--- src/rtl/crc_serial_pkg.sv ---
package crc_serial_pkg;
  localparam int unsigned CRC_MAX_W = 8;
  localparam int unsigned LEN_W     = $clog2(CRC_MAX_W + 1);

  typedef logic [CRC_MAX_W-1:0] crc_vec_t;
  typedef logic [LEN_W-1:0]     crc_len_t;

  localparam crc_len_t DEF_LEN  = crc_len_t'(4);
  localparam crc_vec_t DEF_POLY = crc_vec_t'(8'h11);
  localparam crc_vec_t DEF_SEED = crc_vec_t'(8'h0A);

  typedef enum logic [1:0] {ST_IDLE, ST_DATA, ST_TAIL} frame_st_t;

  function automatic crc_vec_t len_mask(input crc_len_t len);
    crc_vec_t m;
    for (int i = 0; i < CRC_MAX_W; i++) m[i] = (i < int'(len));
    return m;
  endfunction

  function automatic logic bit_at(input crc_vec_t r, input crc_len_t idx1);
    logic b;
    b = 1'b0;
    for (int i = 0; i < CRC_MAX_W; i++)
      if (i == int'(idx1) - 1) b = r[i];
    return b;
  endfunction

  function automatic crc_vec_t crc_step(input crc_vec_t r, input logic d,
                                        input crc_vec_t poly, input crc_len_t len);
    crc_vec_t m;
    logic     fb;
    m  = len_mask(len);
    fb = d ^ bit_at(r, len);
    if (len == '0) return r;
    return ((r << 1) & m) ^ (fb ? (poly & m) : '0);
  endfunction
endpackage

--- src/rtl/crc_cfg_regs.sv ---
module crc_cfg_regs
  import crc_serial_pkg::*;
(
  input  logic           clk,
  input  logic           rst_n,
  input  logic           we,
  input  logic [1:0]     addr,
  input  logic [7:0]     wdata,
  output crc_len_t       len_q,
  output crc_vec_t       poly_q,
  output crc_vec_t       seed_q
);
  localparam logic [7:0] LEN_CAP = 8'(CRC_MAX_W);

  always_ff @(posedge clk) begin
    if (!rst_n) begin
      len_q  <= DEF_LEN;
      poly_q <= DEF_POLY;
      seed_q <= DEF_SEED;
    end else if (we) begin
      case (addr)
        2'd0: len_q  <= (wdata > LEN_CAP) ? crc_len_t'(CRC_MAX_W) : crc_len_t'(wdata);
        2'd1: poly_q <= crc_vec_t'(wdata);
        2'd2: seed_q <= crc_vec_t'(wdata);
        default: ;
      endcase
    end
  end
endmodule

--- src/rtl/crc_lfsr_core.sv ---
module crc_lfsr_core
  import crc_serial_pkg::*;
(
  input  logic     clk,
  input  logic     rst_n,
  input  logic     load,
  input  crc_vec_t seed,
  input  crc_len_t load_len,
  input  logic     shift_en,
  input  logic     d,
  input  crc_vec_t poly,
  input  crc_len_t len,
  output crc_vec_t rem
);
  always_ff @(posedge clk) begin
    if (!rst_n)        rem <= '0;
    else if (load)     rem <= seed & len_mask(load_len);
    else if (shift_en) rem <= crc_step(rem, d, poly, len);
  end
endmodule

--- src/rtl/crc_frame_ctrl.sv ---
module crc_frame_ctrl
  import crc_serial_pkg::*;
(
  input  logic     clk,
  input  logic     rst_n,
  input  logic     frame_start,
  input  logic     check_mode,
  input  logic     din,
  input  logic     din_valid,
  input  logic     din_last,
  input  crc_len_t cfg_len,
  input  crc_vec_t cfg_poly,
  input  crc_vec_t rem,
  output crc_len_t len_snap,
  output crc_vec_t poly_snap,
  output logic     data_shift,
  output logic     crc_bit,
  output logic     crc_valid,
  output logic     chk_done,
  output logic     chk_ok
);
  frame_st_t state;
  crc_len_t  cnt;
  logic      mode_snap;
  logic      mism;
  logic      cur_bit;
  logic      bit_bad;
  logic      tail_last;

  assign data_shift = (state == ST_DATA) && din_valid && !frame_start;
  assign cur_bit    = bit_at(rem, cnt);
  assign bit_bad    = din ^ cur_bit;
  assign tail_last  = (cnt == crc_len_t'(1));
  assign crc_valid  = (state == ST_TAIL) && !mode_snap;
  assign crc_bit    = crc_valid & cur_bit;

  always_ff @(posedge clk) begin
    if (!rst_n) begin
      state     <= ST_IDLE;
      cnt       <= '0;
      len_snap  <= DEF_LEN;
      poly_snap <= DEF_POLY;
      mode_snap <= 1'b0;
      mism      <= 1'b0;
      chk_done  <= 1'b0;
      chk_ok    <= 1'b0;
    end else begin
      chk_done <= 1'b0;
      if (frame_start) begin
        state     <= ST_DATA;
        len_snap  <= cfg_len;
        poly_snap <= cfg_poly;
        mode_snap <= check_mode;
        mism      <= 1'b0;
        chk_ok    <= 1'b0;
      end else begin
        case (state)
          ST_DATA: if (din_valid && din_last) begin
            if (len_snap == '0) begin
              state <= ST_IDLE;
              if (mode_snap) begin
                chk_done <= 1'b1;
                chk_ok   <= 1'b1;
              end
            end else begin
              state <= ST_TAIL;
              cnt   <= len_snap;
            end
          end
          ST_TAIL: begin
            if (!mode_snap) begin
              cnt <= cnt - crc_len_t'(1);
              if (tail_last) state <= ST_IDLE;
            end else if (din_valid) begin
              cnt <= cnt - crc_len_t'(1);
              if (bit_bad) mism <= 1'b1;
              if (tail_last) begin
                state    <= ST_IDLE;
                chk_done <= 1'b1;
                chk_ok   <= !(mism || bit_bad);
              end
            end
          end
          default: ;
        endcase
      end
    end
  end
endmodule

--- src/rtl/crc_serial_unit.sv ---
module crc_serial_unit
  import crc_serial_pkg::*;
(
  input  logic       clk,
  input  logic       rst_n,
  input  logic       cfg_we,
  input  logic [1:0] cfg_addr,
  input  logic [7:0] cfg_wdata,
  input  logic       check_mode,
  input  logic       frame_start,
  input  logic       din,
  input  logic       din_valid,
  input  logic       din_last,
  output logic       crc_bit,
  output logic       crc_valid,
  output logic       chk_done,
  output logic       chk_ok
);
  crc_len_t cfg_len_q;
  crc_vec_t cfg_poly_q;
  crc_vec_t cfg_seed_q;
  crc_len_t len_snap;
  crc_vec_t poly_snap;
  crc_vec_t rem;
  logic     data_shift;

  crc_cfg_regs u_cfg (
    .clk(clk), .rst_n(rst_n), .we(cfg_we), .addr(cfg_addr), .wdata(cfg_wdata),
    .len_q(cfg_len_q), .poly_q(cfg_poly_q), .seed_q(cfg_seed_q)
  );

  crc_lfsr_core u_core (
    .clk(clk), .rst_n(rst_n), .load(frame_start), .seed(cfg_seed_q),
    .load_len(cfg_len_q), .shift_en(data_shift), .d(din),
    .poly(poly_snap), .len(len_snap), .rem(rem)
  );

  crc_frame_ctrl u_ctrl (
    .clk(clk), .rst_n(rst_n), .frame_start(frame_start), .check_mode(check_mode),
    .din(din), .din_valid(din_valid), .din_last(din_last),
    .cfg_len(cfg_len_q), .cfg_poly(cfg_poly_q), .rem(rem),
    .len_snap(len_snap), .poly_snap(poly_snap), .data_shift(data_shift),
    .crc_bit(crc_bit), .crc_valid(crc_valid), .chk_done(chk_done), .chk_ok(chk_ok)
  );
endmodule

--- config.mk ---
export PLATFORM = sky130hd
export DESIGN_NAME = crc_serial_unit
export DESIGN_NICKNAME = d
export VERILOG_FILES = /design/src/rtl/crc_serial_pkg.sv /design/src/rtl/crc_cfg_regs.sv /design/src/rtl/crc_lfsr_core.sv /design/src/rtl/crc_frame_ctrl.sv /design/src/rtl/crc_serial_unit.sv
export SDC_FILE = /design/constraint.sdc
export NUM_CORES = 1
export LEC_CHECK = 0
export BUFFER_PORTS_ARGS = -buffer_cell sky130_fd_sc_hd__buf_4
export CAP_MARGIN = 10
export CORE_ASPECT_RATIO = 0.75
export CORE_MARGIN = 4
export CORE_UTILIZATION = 50
export CTS_CLUSTER_SIZE = 16
export DETAILED_ROUTE_END_ITERATION = 10
export GPL_TIMING_DRIVEN = 0
export PLACE_DENSITY = 0.67
export SETUP_SLACK_MARGIN = 0.02
export SLEW_MARGIN = 15
export SYNTH_ARGS = -nofsm -noshare
export SYNTH_HDL_FRONTEND = slang
export SYNTH_SLANG_ARGS = --single-unit
--- constraint.sdc ---
create_clock -name clk -period 2.98 [get_ports clk]
set_clock_uncertainty 0.05 [all_clocks]
set_input_delay 0.745 -clock clk [delete_from_list [all_inputs] [get_ports clk]]
set_output_delay 0.745 -clock clk [all_outputs]
set_load 0.02 [all_outputs]
==> impl_metrics.toml, run 1 <==
[worst_setup_path]
arrival_ns = 2.16
path_max_fanout = 4
crit_end = "crc_bit"
critPathCaptureType = "output pin"
critical_path_depth = 8
startpoint = "u_ctrl.cnt[0]$_SDFFE_PN0P_"
regToRegSetupSlack_ns = 0.60
crit_path_start_kind = "flop"
critPathSlowestCell = "a2111o_1"
crit-reg2reg-launch = "u_ctrl.len_snap[1]$_SDFFE_PN0P_"
required_ns = 2.18
worst-setup-path-type = "reg -> out"
cp_cell_sequence = "inv_2 -> ha_2 -> a211oi_2 -> nand2_1 -> a2111o_1 -> o21ai_2 -> nor3_1 -> buf_4"
r2r_end = "u_core.rem[4]$_SDFFE_PN0P_"
cpPeakStageDelay_ns = 0.40
path_buf_inv = 2
critPathTopFamily = "compound AO/OA/AOI/OAI gates"
reg2reg_depth = 6

[grt]
grt_max_degree = 15
grt_usage_pct = 22.91
grt_pass1_vias = 2400
antenna_found_initial = 0
grt_pass1_wl_um = 12230
grt_overflow = 0

[logic_synthesis]
synth.most_common_cell = "dfxtp_1"
synth_seq_cells = 50
async_flop_share_pct = 0
synth-xor-area-share_pct = 2.511
yosys_warnings = 0
syn_nets = 364
syn_inst = 338
synth_seq_area_share_pct = 35.87
yosysTopAreaCellShare_pct = 35.87
yosys-top-cells-area = "dfxtp_1 36%, mux2i_1 10%, nor2_1 6.2%, ha_1 3.6%, nand2_1 3.1%"
synth_cell_types = 54
synth_common_cells = "50 x dfxtp_1, 46 x nor2_1, 29 x mux2i_1"
synth_top_area_cell = "dfxtp_1"
synthAdderAreaFrac_pct = 3.587
synth_top_family_by_area = "simple AND/OR/NAND/NOR gates"
synthFlopType = "dfxtp_1"
synth-edff-count = 0
synth-simple-area-share_pct = 22.02
syn_avg_cell_area_um2 = 8.255
syn_area_um2 = 2790
synthMuxAreaShare_pct = 10.81
synth-compound-area-share_pct = 20.18

[clock_tree]
cts_root_buf = "clkbuf_8"
path_clk_slew_ns = 0.09
cts_buffers = 5
cts_sinks = 50
insertion_delay_ns = 0.31
htree_levels = 2
cts_buffer_depth = 2
cts_tree = "done"

[route]
drc = 0
routed-via-count = 2569
wire_per_inst_um = 16.96
viasPerCell = 5.812
drtIter0Drc = 244
first_pass_iters = 4
wirelength_um = 7496
ant_nets = 0

[pwr]
clock_power_share_pct = 31.7
power_w = 0.001329
power.switching_w = 0.0003715
power.share.combinational_pct = 14.8
p_leak_nw = 1.305
vdd_drop_max_mv = 0.2583
p_int_w = 0.0009576
seq_power_share_pct = 53.5
sw_frac_of_total_pct = 27.95
p_per_area_nw_per_um2 = 416.1

[timing]
final-setup-viol-count = 0
hold_viol_final = 0
slew_viol_final = 0
post-route-period-util_pct = 99.01
timing.slew.headroom_pct = 53.91
fin_crit_ns = 2.950
tightest_slew_ns = 0.6913
rsz0062_at_grt = "yes"
max_freq_mhz = 338.9

[placement]
dp.final_hpwl_um = 5616
place_congestion = 0.9426
placed_area_um2 = 3027
numPortBuffers = 19

[run]
max-cap-violations = 0

[final_layout]
drive_gt1_share_pct = 14.17
nets = 392
fill_cells = 510
multi_input_area_um2 = 1699
regArea_um2 = 1010
design_area_um2 = 3194
n_antenna_cell = 0
synthToLayoutAreaGrowth_pct = 14.48
fin_util_pct = 59.36

[floorplan]
initial_core_util_pct = 51.85
die_w_um = 94.26
coreArea_um2 = 5381
die_area_um2 = 6852
io_pins = 22
die_h_um = 72.70
rows = 23

[worst_hold_path]
min_path_type = "reg -> reg"

[run_status]
status = "finished, final reports clean"
what timing repair did:
action                                  CTS  global route
resized for setup                        17             1
hold buffers                              0             0
setup buffers                             3             0
endpoints found under the hold margin     0             0
gates cloned                              0             0
endpoints found under the setup margin    1             1
pin swaps                                 4             1
cell families after synthesis:
family / Yosys count
fa+ha+maj: 8
simple gates: 124
mux: 30
compound gates: 82
flops: 50
xor+xnor: 8
buf+inv: 36
worst min path at each step:
stage	start	endpoint	slack, ns	cells past startpoint
after floorplan	u_cfg.seed_q[3]$_SDFFE_PN1P_	u_cfg.seed_q[3]$_SDFFE_PN1P_	0.39	2
after global placement	u_cfg.seed_q[3]$_SDFFE_PN1P_	u_cfg.seed_q[3]$_SDFFE_PN1P_	0.41	2
after detailed placement	u_cfg.poly_q[0]$_SDFFE_PN1P_	u_cfg.poly_q[0]$_SDFFE_PN1P_	0.42	2
after CTS	u_cfg.poly_q[4]$_SDFFE_PN1P_	u_cfg.poly_q[4]$_SDFFE_PN1P_	0.44	2
after global routing	u_cfg.poly_q[4]$_SDFFE_PN1P_	u_ctrl.poly_snap[4]$_SDFFE_PN1P_	0.47	2
final	u_cfg.poly_q[4]$_SDFFE_PN1P_	u_cfg.poly_q[4]$_SDFFE_PN1P_	0.44	2
cell usage in the layout (no fill, tap or decap), types with 3 or more instances in the layout:
cell	count
o31ai_1	7
or2_2	3
o22ai_1	4
nand3_1	8
clkbuf_1	19
a21oi_1	15
buf_2	3
dfxtp_1	47
a211oi_1	4
inv_1	9
ha_1	5
o21ai_0	11
nor2b_1	5
o211ai_1	7
nor2_1	46
nor3b_1	3
or4_1	3
nor3_1	9
a22oi_1	3
xor2_1	7
mux2i_1	29
a31oi_1	7
clkbuf_8	6
nand3b_1	5
a211o_1	3
nand2_1	23
nand2b_1	6
buf_4	22
routing by layer:
layer,GRT usage (%),wire (µm)
met5,0,0
met4,6.731,48
met3,4.948,423
met2,32.47,3220
met1,34.56,3804
power by group through the flow:
stage                     clock (W)  sequential [W]  combinational, W
after global placement            0        0.000725          0.000187
final                      0.000421        0.000712          0.000197
after floorplan                   0        0.000718          0.000133
after global routing       0.000458        0.000715          0.000217
after CTS                  0.000425        0.000711          0.000194
after detailed placement          0        0.000725          0.000190
sequential cells by signal (all words and copies together), names as in the netlist:
signal,cells
u_ctrl.len_snap,4
u_ctrl.poly_snap,8
u_ctrl.chk_done,1
u_cfg.poly_q,8
u_ctrl.mode_snap,1
u_cfg.seed_q,8
u_ctrl.mism,1
u_core.rem,8
u_ctrl.chk_ok,1
u_cfg.len_q,4
u_ctrl.state,2
u_ctrl.cnt,4
metrics by stage:
step           worst slack (ns)  setup TNS, ns  hold slack (ns)  instances
6_report                0.02959              0           0.4383        442
3_3_place_gp            0.04708              0           0.4050        432
3_5_place_dp           -0.02220       -0.02220           0.4180        432
5_1_grt                -0.07644       -0.07644           0.4651        442
4_1_cts                 0.03870              0           0.4378        442
2_1_floorplan           0.04207              0           0.3860        338
worst register-to-register path, delay by kind of cell, from the launching register on:
kind	cells	cell delay (ns)
DFF	1	0.38
and+or+nand+nor	2	0.52
AOI/OAI and AO/OA	3	0.94
buffers and inverters	1	0.42
final cells by class:
cell class / count / area share, %
buffer: 23 / 2.820
clock buffer: 7 / 2.703
clock inverter: 1 / 0.1567
inverter: 12 / 1.410
multi-input combinational: 252 / 53.19
sequential: 50 / 31.61
tap: 75 / 2.938
timing repair buffer: 22 / 5.170
No activity file was read; power rests on OpenSTA's default activity.
==> inputs of run 2 (changes only) <==
CELL_PAD_IN_SITES_DETAIL_PLACEMENT = 0   (was unset)
CELL_PAD_IN_SITES_GLOBAL_PLACEMENT = 2   (was unset)
CORE_UTILIZATION = 36   (was 50)
CTS_BUF_LIST = sky130_fd_sc_hd__clkbuf_16   (was unset)
PLACE_DENSITY = 0.78   (was 0.67)
==> run 2 against run 1 <==
Non-clock buffer count unchanged. Worst hold slack got worse by 0.023 ns. Wire length up 9.9%. Die area increased by 35%. First-iteration DRC count is 46% lower. Critical path type unchanged. Critical endpoint unchanged.
==> impl_metrics.toml, run 2 (synthesized netlist as in run 1, its figures left out) <==
[worst_setup_path]
crit-reg2reg-launch = "u_ctrl.len_snap[2]$_SDFFE_PN1P_"
crit_path_start_kind = "flop"
reg2reg_depth = 6
path_max_fanout = 7
worst-setup-path-type = "reg -> out"
arrival_ns = 2.14
required_ns = 2.18
regToRegSetupSlack_ns = 0.55
critPathCaptureType = "output pin"
r2r_end = "u_core.rem[4]$_SDFFE_PN0P_"

[worst_hold_path]
min_path_type = "reg -> reg"
min_path_cells = 2
hold_end = "u_cfg.seed_q[3]$_SDFFE_PN1P_"
min_from = "u_cfg.seed_q[3]$_SDFFE_PN1P_"

[grt]
grt_usage_pct = 18.70
grt_max_degree = 16
grt_pass1_vias = 2431
grt_overflow = 0
antenna_found_initial = 0
grt_pass1_wl_um = 13330

[route]
routed-via-count = 2531
drc = 0
drtIter0Drc = 132
ant_nets = 0
viasPerCell = 5.408
first_pass_iters = 4
wirelength_um = 8238
wire_per_inst_um = 17.60

[placement]
numPortBuffers = 19
pre_cts_slack_ns = -0.02356
dp.final_hpwl_um = 6105
place_inst = 458
place_congestion = 0.8471

[clock_tree]
cts_sinks = 50
cts_buffers = 5
htree_levels = 2
insertion_delay_ns = 0.29
hold_buffers = 0
cts_tree = "done"
cts_buffer_depth = 2
path_clk_slew_ns = 0.07
cts_root_buf = "clkbuf_16"

[floorplan]
die_h_um = 84.24
rows = 27
initial_core_util_pct = 37.54
die_area_um2 = 9237
coreArea_um2 = 7432
die_w_um = 109.7
io_pins = 22

[timing]
setup_tns_ns = 0
final-setup-viol-count = 0
timing.slew.headroom_pct = 52.73
post-route-period-util_pct = 98.57
hold_viol_final = 0
fin_crit_ns = 2.937
tightest_slew_ns = 0.7091
rsz0062_at_grt = "yes"
setup_ws_ns = 0.04252
max_freq_mhz = 340.4
slew_viol_final = 0

[final_layout]
layout_common_cells = "47 x dfxtp_1, 46 x nor2_1, 29 x mux2i_1"
nets = 392
n_antenna_cell = 0
synthToLayoutAreaGrowth_pct = 18.70
drive_gt1_share_pct = 14.44
fin_cells = 468
layout_commonest_cell = "dfxtp_1"

[pwr]
p_leak_nw = 1.335
p_per_area_nw_per_um2 = 473.4
vdd_drop_max_mv = 0.2492

[run_status]
status = "finished, final reports clean"

[run]
max-cap-violations = 0
run 2: how the worst max path moves through the flow:
| stage | from | end | slack (ns) | cells after the start |
|---|---|---|---|---|
| 2_1_floorplan | u_ctrl.cnt[0]$_SDFFE_PN0P_ | crc_bit | 0.04 | 7 |
| 3_3_place_gp | u_ctrl.cnt[0]$_SDFFE_PN0P_ | crc_bit | 0.008 | 8 |
| 3_5_place_dp | u_ctrl.cnt[0]$_SDFFE_PN0P_ | crc_bit | -0.02 | 8 |
| 4_1_cts | u_ctrl.cnt[0]$_SDFFE_PN0P_ | crc_bit | 0.03 | 8 |
| 5_1_grt | u_ctrl.cnt[0]$_SDFFE_PN0P_ | crc_bit | -0.09 | 8 |
| 6_report | u_ctrl.cnt[0]$_SDFFE_PN0P_ | crc_bit | 0.04 | 8 |
run 2: critical path: stages, from the launching register on:
cell and delay, ns:
dfxtp_4 0.39, inv_2 0.07, ha_2 0.22, a211oi_4 0.25, nand2_1 0.11, a2111o_1 0.41, o21ai_2 0.17, nor3_2 0.05
buf_4 0.17
run 2: layout make-up:
type	count	area (µm²)
fillers	767	4120
clock inverters	3	41.29
flip-flops and latches	50	1007
multi-input cells	252	1712
plain buffers	23	90.09
clock buffers	5	125.1
well taps	101	126.4
inverters	12	45.04
repair buffers	22	165.2
run 2: metal layers:
metal  up-vias  part of all wire [%]  routed length (µm)  GRT usage [%]
met2        40                    39                3237          24.27
met5         -                     0                   0              0
met3         9                   4.3                 358          3.151
li1       1277                     -                   -              -
met4         0                   1.1                  92          5.210
met1      1205                    55                4550          30.61
run 2: power breakdown:
| part | switching [W] | internal [W] |
|---|---|---|
| sequential | 0.0000244 | 0.000690 |
| combinational | 0.000120 | 0.0000811 |
| clock | 0.000259 | 0.000393 |
| total | 0.000404 | 0.00116 |
run 2: per-stage QoR:
stage | utilization [%] | hold slack, ns | area [µm²] | total power [W]
after global routing | 44.56 | 0.4697 | 3312 | 0.001631
after detailed placement | 41.16 | 0.4027 | 3059 | 0.0009216
final | 44.56 | 0.4150 | 3312 | 0.001568
after global placement | 41.16 | 0.4024 | 3059 | 0.0009219
after CTS | 44.29 | 0.4200 | 3292 | 0.001577
after floorplan | - | 0.3860 | 2790 | 0.0008507
run 2: what timing repair did:
item                       CTS  global route
pin swaps                    5             1
resized for setup           17             2
setup endpoints to repair    1             1
setup buffers                2             1
==> inputs of run 3 (changes only) <==
SETUP_SLACK_MARGIN = 0.4   (was 0.02)
==> run 3 against run 2 <==
Wire length rose by 0.38%. Non-clock buffer count rose by 3. Clock-buffer cell count did not move. First-iteration DRC count rose by 26%. Core utilization rose by 1.1 points. Sequential share of layout area fell by 0.69 points. Critical path depth did not move. Worst setup slack got worse by 0.0090 ns. Maximum frequency fell by 0.30%. Sequential power fell by 0.6%. Via count rose by 2.0%. Power fell by 5.0%.
==> impl_metrics.toml, run 3 (synthesized netlist as in run 1, its figures left out) <==
[run_status]
status = "finished, final reports clean"

[pwr]
p_per_area_nw_per_um2 = 438.9
p_leak_nw = 1.354
vdd_drop_max_mv = 0.3137
power_w = 0.001489

[final_layout]
layout_commonest_cell = "dfxtp_1"
n_antenna_cell = 0
synthToLayoutAreaGrowth_pct = 21.61
drive_gt1_share_pct = 16.49
nets = 395
fin_cells = 471
fill_cells = 779
layout_common_cells = "48 x dfxtp_1, 46 x nor2_1, 29 x mux2i_1"
design_area_um2 = 3393

[route]
wire_per_inst_um = 17.56
viasPerCell = 5.480
drc = 0
wirelength_um = 8269
routed-via-count = 2581
ant_nets = 0
drtIter0Drc = 166
first_pass_iters = 4

[grt]
grt_usage_pct = 19.28
antenna_found_initial = 0
met2_usage_pct = 25.04
grt_overflow = 0
grt.busiest_layer = "met1"
use_met1_pct = 32.17
grt_pass1_vias = 2515
grt_pass1_wl_um = 13920
use_met3_pct = 3.459
grt_max_degree = 16

[clock_tree]
cts_buffers = 5
path_clk_slew_ns = 0.07
cts_buffer_depth = 2
cts_sinks = 50
hold_buffers = 0
cts_tree = "done"
insertion_delay_ns = 0.29
cts_root_buf = "clkbuf_16"
htree_levels = 2

[run]
max-cap-violations = 0

[timing]
post-route-period-util_pct = 98.87
slew_viol_final = 0
hold_viol_final = 0
setup_ws_ns = 0.03354
rsz0062_at_grt = "yes"
max_freq_mhz = 339.4
setup_tns_ns = 0
fin_crit_ns = 2.946
timing.slew.headroom_pct = 49.18
tightest_slew_ns = 0.7623
final-setup-viol-count = 0

[worst_setup_path]
cp_cell_sequence = "inv_6 -> ha_4 -> a211oi_4 -> nand2_1 -> a2111o_1 -> o21ai_2 -> nor3_4 -> buf_6"
required_ns = 2.18
crit_path_start_kind = "flop"
worst-setup-path-type = "reg -> out"
r2r_end = "u_core.rem[5]$_SDFFE_PN0P_"
crit-reg2reg-launch = "u_ctrl.len_snap[2]$_SDFFE_PN1P_"
critPathSlowestCell = "a2111o_1"
path_max_fanout = 6
regToRegSetupSlack_ns = 0.62
critPathCaptureType = "output pin"
cpPeakStageDelay_ns = 0.43
arrival_ns = 2.15
reg2reg_depth = 7
startpoint = "u_ctrl.cnt[0]$_SDFFE_PN0P_"

[placement]
pre_cts_slack_ns = 0.1062
place_congestion = 0.8689
placed_area_um2 = 3098
numPortBuffers = 19
place_inst = 458
dp.final_hpwl_um = 6213

[floorplan]
coreArea_um2 = 7432
die_area_um2 = 9237
die_w_um = 109.7
io_pins = 22
rows = 27
initial_core_util_pct = 37.54
die_h_um = 84.24

[worst_hold_path]
min_path_cells = 2
min_path_type = "reg -> reg"
min_from = "u_cfg.seed_q[3]$_SDFFE_PN1P_"
hold_end = "u_cfg.seed_q[3]$_SDFFE_PN1P_"
-- run 3: area by class of cell --
| type | count | area, µm² | area share, % |
|---|---|---|---|
| plain buffers | 24 | 101.3 | 2.987 |
| clock buffers | 5 | 125.1 | 3.687 |
| clock inverters | 3 | 17.52 | 0.5162 |
| inverters | 12 | 53.80 | 1.586 |
| multi-input cells | 252 | 1777 | 52.36 |
| flip-flops and latches | 50 | 1008 | 29.72 |
| well taps | 101 | 126.4 | 3.724 |
| repair buffers | 24 | 183.9 | 5.420 |
-- run 3: power breakdown --
part | switching [W] | internal (W) | total, W
clock network | 0.000258 | 0.000309 | 0.000567
logic | 0.000127 | 0.0000858 | 0.000212
registers | 0.0000215 | 0.000689 | 0.000710
total | 0.000406 | 0.00108 | 0.00149
-- run 3: critical path: cells and delay by family (launching register included) --
family / cells / cell delay, ns
compound gates: 3 / 0.91
flops: 1 / 0.40
buf+inv: 2 / 0.21
simple gates: 2 / 0.18
fa+ha+maj: 1 / 0.17
-- run 3: how the worst max path moves through the flow --
| stage | slack, ns | to |
|---|---|---|
| floorplan | 0.40 | crc_bit |
| global placement | 0.14 | crc_bit |
| detailed placement | 0.11 | crc_bit |
| CTS | 0.03 | crc_bit |
| global route | -0.04 | crc_bit |
| finish | 0.03 | crc_bit |
-- run 3: timing repair --
item	in CTS	in global routing
setup buffers	5	0
pin swaps	7	2
hold endpoints to repair	0	0
endpoints found under the setup margin	1	3
resized for setup	19	4
-- run 3: stage by stage --
stage | hold WS, ns | utilization, %
finish | 0.4212 | 45.66
CTS | 0.4256 | 45.39
detailed placement | 0.4076 | 41.68
floorplan | 0.3860 | -
global route | 0.4624 | 45.66
global placement | 0.4037 | 41.68
-- run 3: metal layers --
layer  up-vias  wire [µm]
met1      1240       4447
met3         4        530
met5         -          0
li1       1284          -
met2        53       3246
met4         0         44
